--- src/rtl/lac_pkg.sv ---
package lac_pkg;
  localparam int LUT_IN        = 4;
  localparam int LUT_MASK_W    = 1 << LUT_IN;
  localparam int LUTS_PER_CELL = 4;
  localparam int BITS_PER_CELL = 2;
  localparam int CELL_CFG_W    = LUTS_PER_CELL * LUT_MASK_W;

  typedef logic [LUT_MASK_W-1:0] lut_mask_t;

  typedef struct packed {
    logic ce;
    logic sclr;
    logic sload;
  } reg_ctrl_t;
endpackage

--- src/rtl/lac_lut.sv ---
module lac_lut
  import lac_pkg::*;
(
  input  lut_mask_t         mask,
  input  logic [LUT_IN-1:0] sel,
  output logic              y
);
  assign y = mask[sel];
endmodule

--- src/rtl/lac_slice.sv ---
module lac_slice
  import lac_pkg::*;
(
  input  logic      clk,
  input  logic      rst,
  input  reg_ctrl_t ctrl,
  input  logic      a,
  input  logic      b,
  input  logic      m,
  input  logic      e,
  input  logic      f,
  input  lut_mask_t mask_e,
  input  lut_mask_t mask_f,
  input  logic      lut_mode,
  input  logic      clr_en,
  input  logic      ld_en,
  input  logic      ld_val,
  input  logic      ci,
  output logic      co,
  output logic      comb,
  output logic      q
);
  logic       le;
  logic       lf;
  logic [1:0] sum;

  lac_lut u_lut_e (.mask(mask_e), .sel({e, m, b, a}), .y(le));
  lac_lut u_lut_f (.mask(mask_f), .sel({f, m, b, a}), .y(lf));

  assign sum  = {1'b0, le} + {1'b0, lf} + {1'b0, ci};
  assign co   = sum[1];
  assign comb = lut_mode ? le : sum[0];

  always_ff @(posedge clk) begin
    if (rst) begin
      q <= 1'b0;
    end else if (ctrl.ce) begin
      if (ctrl.sclr && clr_en)
        q <= 1'b0;
      else if (ctrl.sload && ld_en)
        q <= ld_val;
      else
        q <= comb;
    end
  end
endmodule

--- src/rtl/lac_cell.sv ---
module lac_cell
  import lac_pkg::*;
(
  input  logic                     clk,
  input  logic                     rst,
  input  reg_ctrl_t                ctrl,
  input  logic                     a,
  input  logic                     b,
  input  logic                     c,
  input  logic                     d,
  input  logic                     e0,
  input  logic                     f0,
  input  logic                     e1,
  input  logic                     f1,
  input  logic [CELL_CFG_W-1:0]    cfg,
  input  logic [BITS_PER_CELL-1:0] mode,
  input  logic [BITS_PER_CELL-1:0] clr_en,
  input  logic [BITS_PER_CELL-1:0] ld_en,
  input  logic [BITS_PER_CELL-1:0] ld_val,
  input  logic                     ci,
  output logic                     co,
  output logic [BITS_PER_CELL-1:0] comb,
  output logic [BITS_PER_CELL-1:0] q
);
  logic [BITS_PER_CELL:0]   chain;
  logic [BITS_PER_CELL-1:0] m_in;
  logic [BITS_PER_CELL-1:0] e_in;
  logic [BITS_PER_CELL-1:0] f_in;

  assign m_in     = {d, c};
  assign e_in     = {e1, e0};
  assign f_in     = {f1, f0};
  assign chain[0] = ci;
  assign co       = chain[BITS_PER_CELL];

  for (genvar p = 0; p < BITS_PER_CELL; p++) begin : g_slice
    lac_slice u_slice (
      .clk     (clk),
      .rst     (rst),
      .ctrl    (ctrl),
      .a       (a),
      .b       (b),
      .m       (m_in[p]),
      .e       (e_in[p]),
      .f       (f_in[p]),
      .mask_e  (cfg[(2*p)*LUT_MASK_W +: LUT_MASK_W]),
      .mask_f  (cfg[(2*p+1)*LUT_MASK_W +: LUT_MASK_W]),
      .lut_mode(mode[p]),
      .clr_en  (clr_en[p]),
      .ld_en   (ld_en[p]),
      .ld_val  (ld_val[p]),
      .ci      (chain[p]),
      .co      (chain[p+1]),
      .comb    (comb[p]),
      .q       (q[p])
    );
  end
endmodule

--- src/rtl/lac_chain.sv ---
module lac_chain
  import lac_pkg::*;
#(
  parameter int CELLS = 4,
  localparam int W    = BITS_PER_CELL * CELLS,
  localparam int CFGW = CELL_CFG_W * CELLS
) (
  input  logic            clk,
  input  logic            rst,
  input  logic            ce,
  input  logic            sclr,
  input  logic            sload,
  input  logic            cin,
  input  logic [CELLS-1:0] in_a,
  input  logic [CELLS-1:0] in_b,
  input  logic [CELLS-1:0] in_c,
  input  logic [CELLS-1:0] in_d,
  input  logic [CELLS-1:0] in_e0,
  input  logic [CELLS-1:0] in_f0,
  input  logic [CELLS-1:0] in_e1,
  input  logic [CELLS-1:0] in_f1,
  input  logic [CFGW-1:0] lut_cfg,
  input  logic [W-1:0]    lut_mode,
  input  logic [W-1:0]    clr_en,
  input  logic [W-1:0]    ld_en,
  input  logic [W-1:0]    ld_val,
  output logic [W-1:0]    comb_out,
  output logic [W-1:0]    reg_out,
  output logic            cout
);
  reg_ctrl_t        ctrl;
  logic [CELLS:0]   carry;

  assign ctrl     = '{ce: ce, sclr: sclr, sload: sload};
  assign carry[0] = cin;
  assign cout     = carry[CELLS];

  for (genvar k = 0; k < CELLS; k++) begin : g_cell
    lac_cell u_cell (
      .clk   (clk),
      .rst   (rst),
      .ctrl  (ctrl),
      .a     (in_a[k]),
      .b     (in_b[k]),
      .c     (in_c[k]),
      .d     (in_d[k]),
      .e0    (in_e0[k]),
      .f0    (in_f0[k]),
      .e1    (in_e1[k]),
      .f1    (in_f1[k]),
      .cfg   (lut_cfg[k*CELL_CFG_W +: CELL_CFG_W]),
      .mode  (lut_mode[k*BITS_PER_CELL +: BITS_PER_CELL]),
      .clr_en(clr_en[k*BITS_PER_CELL +: BITS_PER_CELL]),
      .ld_en (ld_en[k*BITS_PER_CELL +: BITS_PER_CELL]),
      .ld_val(ld_val[k*BITS_PER_CELL +: BITS_PER_CELL]),
      .ci    (carry[k]),
      .co    (carry[k+1]),
      .comb  (comb_out[k*BITS_PER_CELL +: BITS_PER_CELL]),
      .q     (reg_out[k*BITS_PER_CELL +: BITS_PER_CELL])
    );
  end
endmodule

--- config.mk ---
export PLATFORM = sky130hd
export DESIGN_NAME = lac_chain
export DESIGN_NICKNAME = d
export VERILOG_FILES = /design/src/rtl/lac_pkg.sv /design/src/rtl/lac_lut.sv /design/src/rtl/lac_slice.sv /design/src/rtl/lac_cell.sv /design/src/rtl/lac_chain.sv
export SDC_FILE = /design/constraint.sdc
export NUM_CORES = 1
export LEC_CHECK = 0
export ABC_AREA = 1
export CORE_AREA = 2 2 135 137
export CTS_BUF_LIST = sky130_fd_sc_hd__clkbuf_2
export DETAILED_ROUTE_END_ITERATION = 7
export DIE_AREA = 0 0 137 139
export PLACE_DENSITY = 0.66
export SYNTH_ARGS = -nofsm -noshare
export SYNTH_HDL_FRONTEND = slang
export SYNTH_SLANG_ARGS = --single-unit
export TNS_END_PERCENT = 1
--- constraint.sdc ---
create_clock -name clk -period 9.03 [get_ports clk]
set_clock_uncertainty 0.15 [all_clocks]
set_input_delay 1.806 -clock clk [delete_from_list [all_inputs] [get_ports clk]]
set_output_delay 1.806 -clock clk [all_outputs]
set_load 0.03 [all_outputs]
==> impl_metrics.csv <==
group,metric,value,unit
final_layout,biggestRegsByFlops,"g_cell.u_cell.g_slice.u_slice.q x8",
outcome,status,"finished, final reports clean",
sta,finalCritPeriodShare,96.1,%
clocking,cts_setup_buffers,0,
critical_path,cp-start-kind,"primary input",
power,power_density,61.8,mW/mm²
synthesis,synth_xor_area_share,0,%
critical_path,cpMostUsedCell,"fa_1",
critical_path,crit_path_end_kind,"output port",
die,die_h,139,µm
synthesis,synth.top_cell.area_share,29.1,%
clocking,hold_buffers,0,
critical_path,path_buf_inv,6,
synthesis,synth_fp_nets,1063,
critical_path,cp_slowest_cell,"clkdlybuf4s50_1",
route,ant_nets,0,
synthesis,synth_top_family_by_area,"simple AND/OR/NAND/NOR gates",
clocking,path_clk_slew,0.07,ns
clocking,cts_tree,"built",
critical_path,crit_family,"adder cells",
global_route,grt_max_degree,33,
power,peakVddDrop,31.6,µV
critical_path,reg2reg_slack,8.25,ns
worst_hold_path,worstHoldEndpoint,"g_cell[0].u_cell.g_slice[1].u_slice.q",
route,detail_route.first_pass.iterations,4,
critical_path,cp_data_arrival_time,6.73,ns
run,max_cap_violations,0,
power,power_leakage,3.44,nW
final_layout,nets,1377,
route,post_drt_wl_per_cell,14.5,µm
die,pin_count,343,
final_layout,final_common_cell,"clkdlybuf4s50_1",
synthesis,synth-simple-area-share,46.3,%
final_layout,drive_gt1_share,4.03,%
clocking,htreeDepth,1,
placement,dp_hpwl,15600,µm
sta,finalSetupViolations,0,
final_layout,multiInputGateArea,0.00263,mm²
critical_path,reg2reg_to,"g_cell[3].u_cell.g_slice[1].u_slice.q",
worst_hold_path,holdPathStages,2,
final_layout,regMostFlops,"g_cell.u_cell.g_slice.u_slice.q",
clocking,cts_resized,1,
synthesis,synthAdderAreaFrac,4.40,%
final_layout,ff_latch_area,160,µm²
die,dieArea,0.0190,mm²
critical_path,r2r_start,"g_cell[3].u_cell.g_slice[1].u_slice.q",
route,finalWirelength,18400,µm
placement,globalplace.congestion,0.941,
global_route,grt_usage,17.8,%
final_layout,layout_common_cells,"clkdlybuf4s50_1 (336), nand2_1 (282), inv_1 (128)",
die,die_x,137,µm
die,core_region_area,0.0177,mm²
final_layout,syn_to_final_growth,97.0,%
clocking,cts.sinks,8,
route,drc,0,
critical_path,crit_cells,20,
sta,clock.fmax,0.115,GHz
sta,rsz0062_at_grt,"false",
critical_path,slowest_delay,0.52,ns
synthesis,syn_area_per_cell,4.99,µm²
route,vias,5765,
synthesis,synth-compound-area-share,21.4,%
clocking,root_buffer,"clkbuf_2",
sta,tightest_slew,0.567,ns
clocking,clk_latency,0.24,ns
sta,period_minus_slack,8.68,ns
critical_path,r2r_cells,2,
synthesis,ys_warn_count,0,
synthesis,synthMuxAreaShare,0,%
synthesis,synthTopCellsByArea,"nand2_1 (29%), nand3_1 (15%), inv_1 (13%)",
synthesis,yosysTopAreaCell,"nand2_1",
die,start_util,20.6,%
global_route,antenna_found_initial,0,
sta,drv_slew,0,
final_layout,final_util,40.6,%
die,fp-row-count,49,
worst_hold_path,hold_class,"reg2reg",
clocking,max-clock-path-buffers,2,
synthesis,synth_ff_type,"dfxtp_1",
sta,max_slew_margin,62.2,%
sta,fin_hold_ws,0.322,ns
clocking,cts_made_buffers,3,
synthesis,yosys.cell_types.count,24,
synthesis,synthCells,729,
critical_path,critical_path_required,7.07,ns
critical_path,critPathMaxFanout,6,
synthesis,async_reset_ff_share,0,%
final_layout,antennaDiodeCount,0,
synthesis,synth_area,0.00364,mm²
route,first_iter_violations,203,
final_layout,fillers,1925,
global_route,grt-ovfl-total,0,
placement,portBuffers,342,
global_route,grt_pass1_wl,27300,µm
critical_path,cp_cell_sequence,"clkdlybuf4s50_1 -> buf_4 -> a21oi_1 -> a221o_1 -> o211ai_1 -> nand2_1 -> inv_1 -> fa_1 -> inv_1 -> fa_1 -> fa_1 -> fa_1 -> fa_1 -> fa_1 -> fa_1 -> inv_1 -> fa_1 -> nand2_1 -> nand2_1 -> dlygate4sd2_1",
global_route,grt_pass1_vias,5487,
synthesis,synth-seq-cells,8,
sta,hold_viol_final,0,
critical_path,path_class,"in2out",
worst_hold_path,worstHoldStart,"g_cell[0].u_cell.g_slice[1].u_slice.q",
synthesis,synth_edf_count,0,
final_layout,largest_register_ffs,8,
synthesis,ys_seq_area_share,4.40,%
route,via_per_inst,4.54,
==> per-layer routing <==
metal  up-vias  track usage (%)  part of all wire, %
met3        25             4.35                   11
met5         -                0                    0
met1      2508             19.7                   38
met2       293             33.6                   50
li1       2939                -                    -
met4         0             3.85                  1.7
==> metrics by stage <==
step / worst slack, ns / instances / instance area [µm²] / setup TNS (ns) / power [mW]
finish: 0.349 / 1270 / 7170 / 0 / 0.443
global route: 0.00727 / 1270 / 7170 / 0 / 0.486
CTS: 0.166 / 1270 / 7160 / 0 / 0.450
detailed placement: -0.0764 / 1267 / 7150 / -0.0764 / 0.427
global placement: -0.0298 / 1267 / 7150 / -0.0298 / 0.427
floorplan: 1.11 / 729 / 3640 / 0 / 0.226
==> tightest hold or removal path, cell delays in order, from the launching register on <==
cell	delay [ns]
dfxtp_1	0.31
nand2_1	0.06
a21oi_1	0.06
==> cell families after synthesis <==
group | Yosys count
fa+ha+maj | 8
simple gates | 407
compound gates | 117
flops | 8
buf+inv | 189
==> synthesized netlist by cell type (all sizes together), types with 7 or more instances <==
cell type,instances
dfxtp,8
or2,7
a221o,17
fa,8
a21oi,67
nor2,8
nand2,282
nand3,109
a221oi,10
a211oi,8
buf,51
inv,134
==> how the worst max path moves through the flow <==
stage | slack [ns] | endpoint | start
after floorplan | 1.11 | comb_out[7] | in_b[0]
after global placement | -0.03 | comb_out[7] | in_a[0]
after detailed placement | -0.08 | comb_out[7] | in_a[0]
after CTS | 0.17 | comb_out[7] | in_a[0]
after global routing | 0.007 | comb_out[7] | in_b[0]
final | 0.35 | comb_out[7] | in_b[0]
==> layout make-up <==
class	instances	area share, %
Clock buffer	3	0.209
Inverter	135	7.10
Multi-Input combinational cell	532	36.6
Sequential cell	8	2.23
Tap cell	229	4.00
Timing Repair Buffer	363	49.9
==> power by group <==
part / total [mW] / internal (mW) / leakage (nW) / switching, mW
combinational: 0.382 / 0.213 / 3.36 / 0.169
sequential: 0.0400 / 0.0384 / 0.0656 / 0.00158
clock: 0.0213 / 0.00905 / 0.0125 / 0.0123
total: 0.443 / 0.261 / 3.44 / 0.183
Note: power is estimated with default switching activity, not from simulation.
